**config.mk**
```make
export PLATFORM = sky130hd
export DESIGN_NAME = exc_ctrl_regs
export DESIGN_NICKNAME = d
export VERILOG_FILES = /design/src/rtl/exc_regs_pkg.sv /design/src/rtl/exc_status_unit.sv /design/src/rtl/exc_cause_unit.sv /design/src/rtl/exc_addr_unit.sv /design/src/rtl/exc_ctrl_regs.sv
export SDC_FILE = /design/constraint.sdc
export NUM_CORES = 1
export LEC_CHECK = 0
export ABC_AREA = 1
export BUFFER_PORTS_ARGS = -buffer_cell sky130_fd_sc_hd__buf_2
export CORE_UTILIZATION = 46
export DETAILED_ROUTE_END_ITERATION = 6
export PLACE_DENSITY = 0.82
export SKIP_CTS_REPAIR_TIMING = 1
export SLEW_MARGIN = 20
export SYNTH_ARGS = -nofsm -noshare
export SYNTH_HDL_FRONTEND = slang
export SYNTH_SLANG_ARGS = --single-unit
```
**constraint.sdc**
```tcl
create_clock -name clk -period 1.16 [get_ports clk]
set_input_delay 0.116 -clock clk [delete_from_list [all_inputs] [get_ports clk]]
set_output_delay 0.116 -clock clk [all_outputs]
set_load 0.02 [all_outputs]
```
**src/rtl/exc_regs_pkg.sv**
```systemverilog
`timescale 1ns/100ps
package exc_regs_pkg;
    localparam int XLEN     = 32;
    localparam int N_HW     = 5;
    localparam int N_SW     = 3;
    localparam int N_LVL    = N_HW + N_SW;
    localparam int CODE_W   = 4;
    localparam int STACK_W  = 6;
    localparam int SEL_W    = 2;
    localparam int MASK_LSB = 8;
    localparam int PEND_LSB = 8;
    localparam int CODE_LSB = 2;

    typedef enum logic [SEL_W-1:0] {
        SEL_STATUS  = 2'd0,
        SEL_CAUSE   = 2'd1,
        SEL_EPC     = 2'd2,
        SEL_BADADDR = 2'd3
    } reg_sel_e;

    typedef struct packed {
        logic [N_LVL-1:0]   mask;
        logic [STACK_W-1:0] stack;
    } status_t;

    typedef struct packed {
        logic [N_LVL-1:0]  pend;
        logic [CODE_W-1:0] code;
    } cause_t;

    // push a fresh (kernel, disabled) pair onto the mode stack
    function automatic logic [STACK_W-1:0] stack_push(input logic [STACK_W-1:0] s);
        return {s[STACK_W-3:0], 2'b00};
    endfunction

    // pop one pair, the oldest pair is duplicated
    function automatic logic [STACK_W-1:0] stack_pop(input logic [STACK_W-1:0] s);
        return {s[STACK_W-1:STACK_W-2], s[STACK_W-1:2]};
    endfunction

    function automatic logic [XLEN-1:0] status_word(input status_t s);
        logic [XLEN-1:0] w;
        w = '0;
        w[MASK_LSB +: N_LVL] = s.mask;
        w[0 +: STACK_W]      = s.stack;
        return w;
    endfunction

    function automatic logic [XLEN-1:0] cause_word(input cause_t c);
        logic [XLEN-1:0] w;
        w = '0;
        w[PEND_LSB +: N_LVL]  = c.pend;
        w[CODE_LSB +: CODE_W] = c.code;
        return w;
    endfunction
endpackage

```
**src/rtl/exc_status_unit.sv**
```systemverilog
`timescale 1ns/100ps
module exc_status_unit
    import exc_regs_pkg::*;
(
    input  logic    clk,
    input  logic    rst,
    input  logic    enter,
    input  logic    ret,
    input  logic    wr,
    input  status_t wr_val,
    output status_t st_q
);
    always_ff @(posedge clk) begin
        if (rst) begin
            st_q <= '0;
        end else if (enter) begin
            st_q.stack <= stack_push(st_q.stack);
        end else if (ret) begin
            st_q.stack <= stack_pop(st_q.stack);
        end else if (wr) begin
            st_q <= wr_val;
        end
    end
endmodule

```
**src/rtl/exc_cause_unit.sv**
```systemverilog
`timescale 1ns/100ps
module exc_cause_unit
    import exc_regs_pkg::*;
(
    input  logic              clk,
    input  logic              rst,
    input  logic              enter,
    input  logic [CODE_W-1:0] code_in,
    input  logic [N_HW-1:0]   hw_irq,
    input  logic              wr,
    input  logic [N_LVL-1:0]  wr_pend,
    output cause_t            ca_q
);
    logic [N_HW-1:0]   pend_hw_q;
    logic [N_SW-1:0]   pend_sw_q;
    logic [CODE_W-1:0] code_q;

    for (genvar i = 0; i < N_HW; i++) begin : g_hw
        always_ff @(posedge clk) begin
            if (rst)
                pend_hw_q[i] <= 1'b0;
            else if (hw_irq[i])
                pend_hw_q[i] <= 1'b1;
            else if (wr && !wr_pend[N_SW+i])
                pend_hw_q[i] <= 1'b0;
        end
    end

    always_ff @(posedge clk) begin
        if (rst)
            pend_sw_q <= '0;
        else if (wr)
            pend_sw_q <= wr_pend[N_SW-1:0];
    end

    always_ff @(posedge clk) begin
        if (rst)
            code_q <= '0;
        else if (enter)
            code_q <= code_in;
    end

    assign ca_q.pend = {pend_hw_q, pend_sw_q};
    assign ca_q.code = code_q;
endmodule

```
**src/rtl/exc_addr_unit.sv**
```systemverilog
`timescale 1ns/100ps
module exc_addr_unit
    import exc_regs_pkg::*;
(
    input  logic            clk,
    input  logic            rst,
    input  logic            enter,
    input  logic [XLEN-1:0] pc_in,
    input  logic            bad_vld,
    input  logic [XLEN-1:0] bad_in,
    input  logic            wr_epc,
    input  logic [XLEN-1:0] wr_val,
    output logic [XLEN-1:0] epc_q,
    output logic [XLEN-1:0] bad_q
);
    always_ff @(posedge clk) begin
        if (rst)
            epc_q <= '0;
        else if (enter)
            epc_q <= pc_in;
        else if (wr_epc)
            epc_q <= wr_val;
    end

    always_ff @(posedge clk) begin
        if (rst)
            bad_q <= '0;
        else if (enter && bad_vld)
            bad_q <= bad_in;
    end
endmodule

```
**src/rtl/exc_ctrl_regs.sv**
```systemverilog
`timescale 1ns/100ps
module exc_ctrl_regs
    import exc_regs_pkg::*;
(
    input  logic              clk,
    input  logic              rst,
    input  logic              exc_enter,
    input  logic [CODE_W-1:0] exc_code,
    input  logic [XLEN-1:0]   exc_pc,
    input  logic              exc_badaddr_vld,
    input  logic [XLEN-1:0]   exc_badaddr,
    input  logic              exc_return,
    input  logic [N_HW-1:0]   hw_irq,
    input  logic [SEL_W-1:0]  reg_sel,
    input  logic              reg_we,
    input  logic [XLEN-1:0]   reg_wdata,
    output logic [XLEN-1:0]   reg_rdata,
    output logic              irq_out
);
    reg_sel_e        sel;
    logic            sw_ok;
    logic            wr_status, wr_cause, wr_epc;
    status_t         st_wr_val;
    status_t         st_q;
    cause_t          ca_q;
    logic [XLEN-1:0] epc_q, bad_q;

    assign sel       = reg_sel_e'(reg_sel);
    assign sw_ok     = reg_we && !exc_enter;
    assign wr_status = sw_ok && (sel == SEL_STATUS);
    assign wr_cause  = sw_ok && (sel == SEL_CAUSE);
    assign wr_epc    = sw_ok && (sel == SEL_EPC);

    assign st_wr_val.mask  = reg_wdata[MASK_LSB +: N_LVL];
    assign st_wr_val.stack = reg_wdata[0 +: STACK_W];

    exc_status_unit u_status (
        .clk    (clk),
        .rst    (rst),
        .enter  (exc_enter),
        .ret    (exc_return),
        .wr     (wr_status),
        .wr_val (st_wr_val),
        .st_q   (st_q)
    );

    exc_cause_unit u_cause (
        .clk     (clk),
        .rst     (rst),
        .enter   (exc_enter),
        .code_in (exc_code),
        .hw_irq  (hw_irq),
        .wr      (wr_cause),
        .wr_pend (reg_wdata[PEND_LSB +: N_LVL]),
        .ca_q    (ca_q)
    );

    exc_addr_unit u_addr (
        .clk     (clk),
        .rst     (rst),
        .enter   (exc_enter),
        .pc_in   (exc_pc),
        .bad_vld (exc_badaddr_vld),
        .bad_in  (exc_badaddr),
        .wr_epc  (wr_epc),
        .wr_val  (reg_wdata),
        .epc_q   (epc_q),
        .bad_q   (bad_q)
    );

    always_comb begin
        unique case (sel)
            SEL_STATUS:  reg_rdata = status_word(st_q);
            SEL_CAUSE:   reg_rdata = cause_word(ca_q);
            SEL_EPC:     reg_rdata = epc_q;
            SEL_BADADDR: reg_rdata = bad_q;
            default:     reg_rdata = '0;
        endcase
    end

    assign irq_out = st_q.stack[0] & (|(ca_q.pend & st_q.mask));
endmodule

```
== Yosys cells after proc, flatten, opt, wreduce, memory -nomap -nowiden ==
Cells that the tools add are included.
Word-level totals
  register bits: 90
  input bits: 113
  output and inout port bits: 33
  word-level logic and storage cells: 67
Cells by class
  equal/unequal tests: 4
  multiplexer cells: 16
  bitwise operators: 4
  reductions and logical operators: 30
Operator list (number)
  $pmux 32 s4: 1
  $mux 32: 2
  $mux 6: 3
  $reduce_bool 2->1: 8
  $logic_and 1x1->1: 10
  $mux 1: 10
  $and 8x8->8: 1
  $reduce_or 8->1: 1
  $logic_not 1->1: 6
  $eq 2x2->1 const B: 2
  $reduce_and 3->1: 1
  $reduce_bool 3->1: 1
  $eq 2x1->1 const B: 1
  $logic_not 2->1: 1
  $ne 2x2->1 const B: 1
  $not 1->1: 2
  $reduce_and 2->1: 1
  $reduce_or 2->1: 1
  $and 1x1->1: 1

== Depth between registers and ports, before layout ==
  depth after elaboration: 6
  mapped depth: 8
  mapped depth without buffers: 7

== By module ==
Synthesis repeated with hierarchy kept, for this count alone.
Unflattened totals
  cells, all modules: 655
  area, all modules: 4409.2 µm²
By module, submodules not included
  exc_addr_unit: times used 1, cells an instance 383, area an instance 2695.1 µm², sequential area each 1281.2 µm²
  exc_ctrl_regs: times used 1, cells an instance 122, area an instance 626.9 µm², sequential area each 0.0 µm²
  exc_status_unit: times used 1, cells an instance 88, area an instance 603.1 µm², sequential area each 280.3 µm²
  exc_cause_unit: times used 1, cells an instance 62, area an instance 484.2 µm², sequential area each 240.2 µm²

== Least setup slack after synthesis ==
No wires, ideal clock.
  path type: input to register
  start point: input port exc_enter
  end point: register u_status.st_q[4] (netlist name)
  library setup time: 0.115 ns
  data arrival time: 1.028 ns
  required time: 1.045 ns
  setup slack: 0.017 ns
  cell stages on the path: 6
  buffers on the path: 2
  cell sequence: buf_2 > nor2_1 > nand3_2 > buf_2 > a21oi_1 > nor2_1
On the way
  longest elaborated chain between the ends: 5
  elaborated cells on any way between the ends: 7
  classes of those cells: eq/ne (1); mux (1); reduce/logical (5)
RTL lines
  start, declared: RTL line exc_ctrl_regs.sv:7  | input logic exc_enter,
  $logic_not 1->1: RTL line exc_ctrl_regs.sv:29  | assign sw_ok = reg_we && !exc_enter;
  $logic_and 1x1->1: RTL line exc_ctrl_regs.sv:29
  $logic_and 1x1->1: RTL line exc_ctrl_regs.sv:30  | assign wr_status = sw_ok && (sel == SEL_STATUS);
  $reduce_bool 2->1 (no line)
  $reduce_and 2->1 (no line)
Parallel ways exist; a longest one is shown, timed or not.
A chain may end at the register's enable or synchronous reset.

== Final worst setup path ==
  start point: register u_cause.pend_hw_q[1] (netlist: u_cause.ca_q[8])
  end point: output port irq_out
On the way
  longest elaborated chain between the ends: 3
RTL lines
  start, declared: RTL line exc_cause_unit.sv:14  | logic [N_HW-1:0] pend_hw_q;
  start signal, assigned by index: RTL line exc_cause_unit.sv:21  | pend_hw_q[i] <= 1'b0;
  start signal, assigned by index: RTL line exc_cause_unit.sv:23  | pend_hw_q[i] <= 1'b1;
  start signal, assigned by index: RTL line exc_cause_unit.sv:25  | pend_hw_q[i] <= 1'b0;
  $and 8x8->8: RTL line exc_ctrl_regs.sv:81  | assign irq_out = st_q.stack[0] & (|(ca_q.pend & st_q.mask));
  $reduce_or 8->1: RTL line exc_ctrl_regs.sv:81
  $and 1x1->1: RTL line exc_ctrl_regs.sv:81
  end, declared: RTL line exc_ctrl_regs.sv:18  | output logic irq_out
No other way between the ends.

==> results.md <==
Clock tree:
- The master cell of the clock root buffer is clkbuf_8.
- Counting the buffers created by CTS gives 9.
- Clock tree synthesis found a total of 90 sinks.
- The clock insertion delay at the later pin of the skew report is 0.35 ns.
- The clock tree buffer depth is 2.
- The CTS clock-pin slew for the worst setup and hold paths is 0.09 ns.
- The CTS tree is yes.
- The level count of the clock H-tree is 3.

Cells and area:
- The area added between synthesis and finish is 41.2%.
- At the end of the flow, the number of nets in the layout was 999.
- The count of cells in the finished layout, fillers not included, comes to 1020.
- In the final layout, the share of cells above drive strength 1 is between 30% and 40%.
- The number of antenna repair diodes is 0.

Floorplanning:
- The initial utilization of the core area, before any placement, comes to 47.9%.
- In this run the core area contains 35 standard-cell rows.
- The floorplan step defined a die boundary enclosing 10100 um^2.
- In this run the horizontal extent of the chip is 100 um.
- The vertical extent of the die is roughly 100 um.
- The count of boundary I/O pins is approximately 150.
- The placeable core region is 9280 um^2.

Routing:
- The detailed router finished its first iteration with ~210 violations.
- The remaining routing DRC violations is 0.
- The vias per cell is between 5 and 6.
- The count of TritonRoute iterations in the first routing pass is 4.
- The vias after detailed routing is 5166.
- Dividing the detail-routed wire length by the instance count gives 13.8 um.
- The count of nets left with antenna violations once routing finished came out at 0.
- The wire length after detailed routing is 14100 um.

Placement:
- Routability-driven placement finished with a final weighted congestion of 0.909.
- The count of buffers inserted at the top-level ports is 145.
- The half-perimeter wire length of the detailed placement result is ~9800 um.
- In this run, placement finished with an instance count of 989.

Pwr:
- The worst-case IR drop observed on VDD is approximately 0.0009 V.
- The total power per unit cell area is 1130 nW/um^2.
- Overall power consumption after layout is estimated at 7120 uW.
- In this run the static leakage power is 0.00308 uW.

Yosys:
- The synthesized-area fraction occupied by xor and xnor cells is 0%.
- The cell accounting for the most synthesized area is dfxtp_1.
- The distinct cell type count of the synthesized netlist is 22.
- In this run the biggest area consumer among cell types represents 40.5% of the synthesized area.
- The synthesized netlist devotes approximately an eighth of its cell area to compound gates.
- The per-instance average area after synthesis is 6.23 um^2.
- The proportion of synthesized chip area in sequential cells is 40.5%.
- After synthesis, the cell types taking the most area are dfxtp_1, nand2_1, nor2_1.
- The synthesized netlist cell count is 713.
- The post-synthesis sequential element count is 90.
- After synthesis, the share of cell area in mux cells is 0%.
- After Yosys synthesis, full adders, half adders and majority gates account for 0% of the synthesized area.
- The combined area of all synthesized cells is 4450 um^2.
- The combinational family with the most area after synthesis is simple AND/OR/NAND/NOR gates.
- When the netlist entered floorplanning its net count stood at 826.
- The synthesis warning total is 0.
- Of the total synthesized cell area, the portion taken by AND, OR, NAND and NOR gates is roughly two fifths.

Global route:
- The maximum number of pins on one net before global-route repair is 36.
- The number of global-route vias before repair was 4595.
- The overall fraction of global-route tracks in use is 26.7%.
- The number of antenna violations at the first check in global routing came to 0.
- After global routing the overflow that remains totals 0.
- The first global-routing pass estimated roughly 21000 um of wire.

Critical path:
- The cell with the most instances on the worst path is nand2_1.
- The worst path required time is 1.04 ns.
- At the worst endpoint, the arrival time is 1.21 ns.
- STA classifies the critical path endpoint as an output pin.
- The slowest stage of the critical path is the dfxtp_2 cell.
- The maximum fanout count along the critical path is 3.
- The critical path goes through nand2_1 > nand2_1 > nor2_1 > a21oi_2 > buf_4.
- The worst setup path is of the register to output pin kind.
- The largest single stage delay on the critical path is 0.35 ns.
- The worst register-to-register path has a depth of 5.
- The worst setup path is launched from a register.

STA:
- The routed design could run at a clock period as short as 1.32 ns.
- The slew at the pin closest to its max-slew limit is 0.319 ns.
- The normalized max-slew margin is 78.7%.
- The portion of the clock cycle consumed by the worst path in the final layout is 114%.
- The max-slew violation count came to 0.
- The worst slack on hold paths is -0.0145 ns.
- The maximum operating frequency is 757 MHz.
- The number of hold violations in the final report is 2.
- The setup violation total in the final timing report is 12.
- The clock arrives with 0.00122 ns of skew.
- Setup repair after global routing could not meet its margin everywhere.
- The slack of the critical path is -0.161 ns.

Status:
- The run finished, with violations left.
- The checks that failed: negative hold slack, negative setup slack.

Worst hold path:
- The tightest min-delay check is of the primary input to register type.
- Counting instances, the worst hold path has a depth of 3.

Flow run:
- The number of maximum-capacitance violations is 0.
metrics by stage:
| stage | setup slack, ns | TNS [ns] | area (um^2) | util (%) |
|---|---|---|---|---|
| after floorplan | 0.0166 | 0 | 4450 | - |
| after global placement | -0.0148 | -0.0379 | 5610 | 60.4 |
| after detailed placement | -0.0456 | -0.0918 | 5610 | 60.4 |
| after CTS | -0.241 | -1.91 | 5800 | 62.5 |
| after global routing | -0.226 | -0.992 | 6280 | 67.6 |
| final | -0.161 | -0.387 | 6280 | 67.6 |
path summary, 6_finish.rpt:
path | from | end | slack [ns]
setup / recovery | u_cause.ca_q[8] | irq_out | -0.16
hold / removal | exc_code[2] | u_cause.code_q[2] | -0.01
setup reg to reg | u_status.st_q[2] | u_status.st_q[0] | 0.28
hold reg to reg | u_addr.epc_q[10] | u_addr.epc_q[10] | 0.46
placed cells by master, fill, tap and decap left out, types with 8 or more instances in the layout:
cell type / Yosys / layout
buf_2: 17 / 111
inv_2: 4 / 29
nand2_1: 219 / 206
dfxtp_1: 90 / 44
o21ai_1: 0 / 11
buf_6: 0 / 13
o21ai_2: 0 / 8
o2111ai_2: 0 / 10
buf_12: 0 / 10
a21oi_1: 23 / 22
inv_1: 48 / 24
nand2_2: 1 / 14
nand3_1: 43 / 42
dfxtp_2: 0 / 46
buf_4: 0 / 61
nor2_1: 152 / 152
o21ai_0: 66 / 47
clkbuf_8: 0 / 9
synth_stat cells (all sizes together):
cell,instances
inv,52
o221ai,1
nand3b,2
o2111ai,10
nor2,155
nand4,6
a21boi,1
nand3,44
dfxtp,90
nand2,221
o21ai,66
clkinv,1
buf,24
clkbuf,17
a21oi,23
critical path: cells and delay by family, from the launching register on:
kind            cells  cell delay [ns]
compound gates      1             0.07
buf+inv             1             0.16
flops               1             0.35
simple gates        3             0.27
area by class of cell:
cell class / instances / area [um^2]
Tap cell: 129 / 161
Clock inverter: 6 / 66.3
Fill cell: 832 / 3010
Clock buffer: 10 / 128
Sequential cell: 90 / 1860
Timing Repair Buffer: 203 / 1450
Inverter: 53 / 199
Multi-Input combinational cell: 529 / 2410
registers in the layout, summed over array words and instances, names as in the netlist:
signal and cells:
u_addr.bad_q 32, u_cause.pend_sw_q 3, u_status.st_q 14, u_cause.ca_q 5
u_addr.epc_q 32, u_cause.code_q 4
per-layer routing:
layer | track usage [%] | wire length (um) | part of all wire (%) | up-vias
met5 | 0 | 0 | 0 | -
met4 | 9.25 | 308 | 2.2 | 0
met3 | 5.50 | 760 | 5.4 | 29
met2 | 45.5 | 6990 | 50 | 189
met1 | 33.5 | 6030 | 43 | 2356
li1 | - | - | - | 2592
power breakdown:
part           internal (uW)  switching, uW
Combinational            702            866
Clock                   1000           1120
Sequential              3310            112
Total                   5010           2100
cell families (layout without fill, tap and decap cells):
kind of cell,count (synthesis),after routing
AOI/OAI and AO/OA,101,101
buffers and inverters,94,272
and+or+nand+nor,428,428
DFF,90,90
No activity file was read; power rests on OpenSTA's default activity.
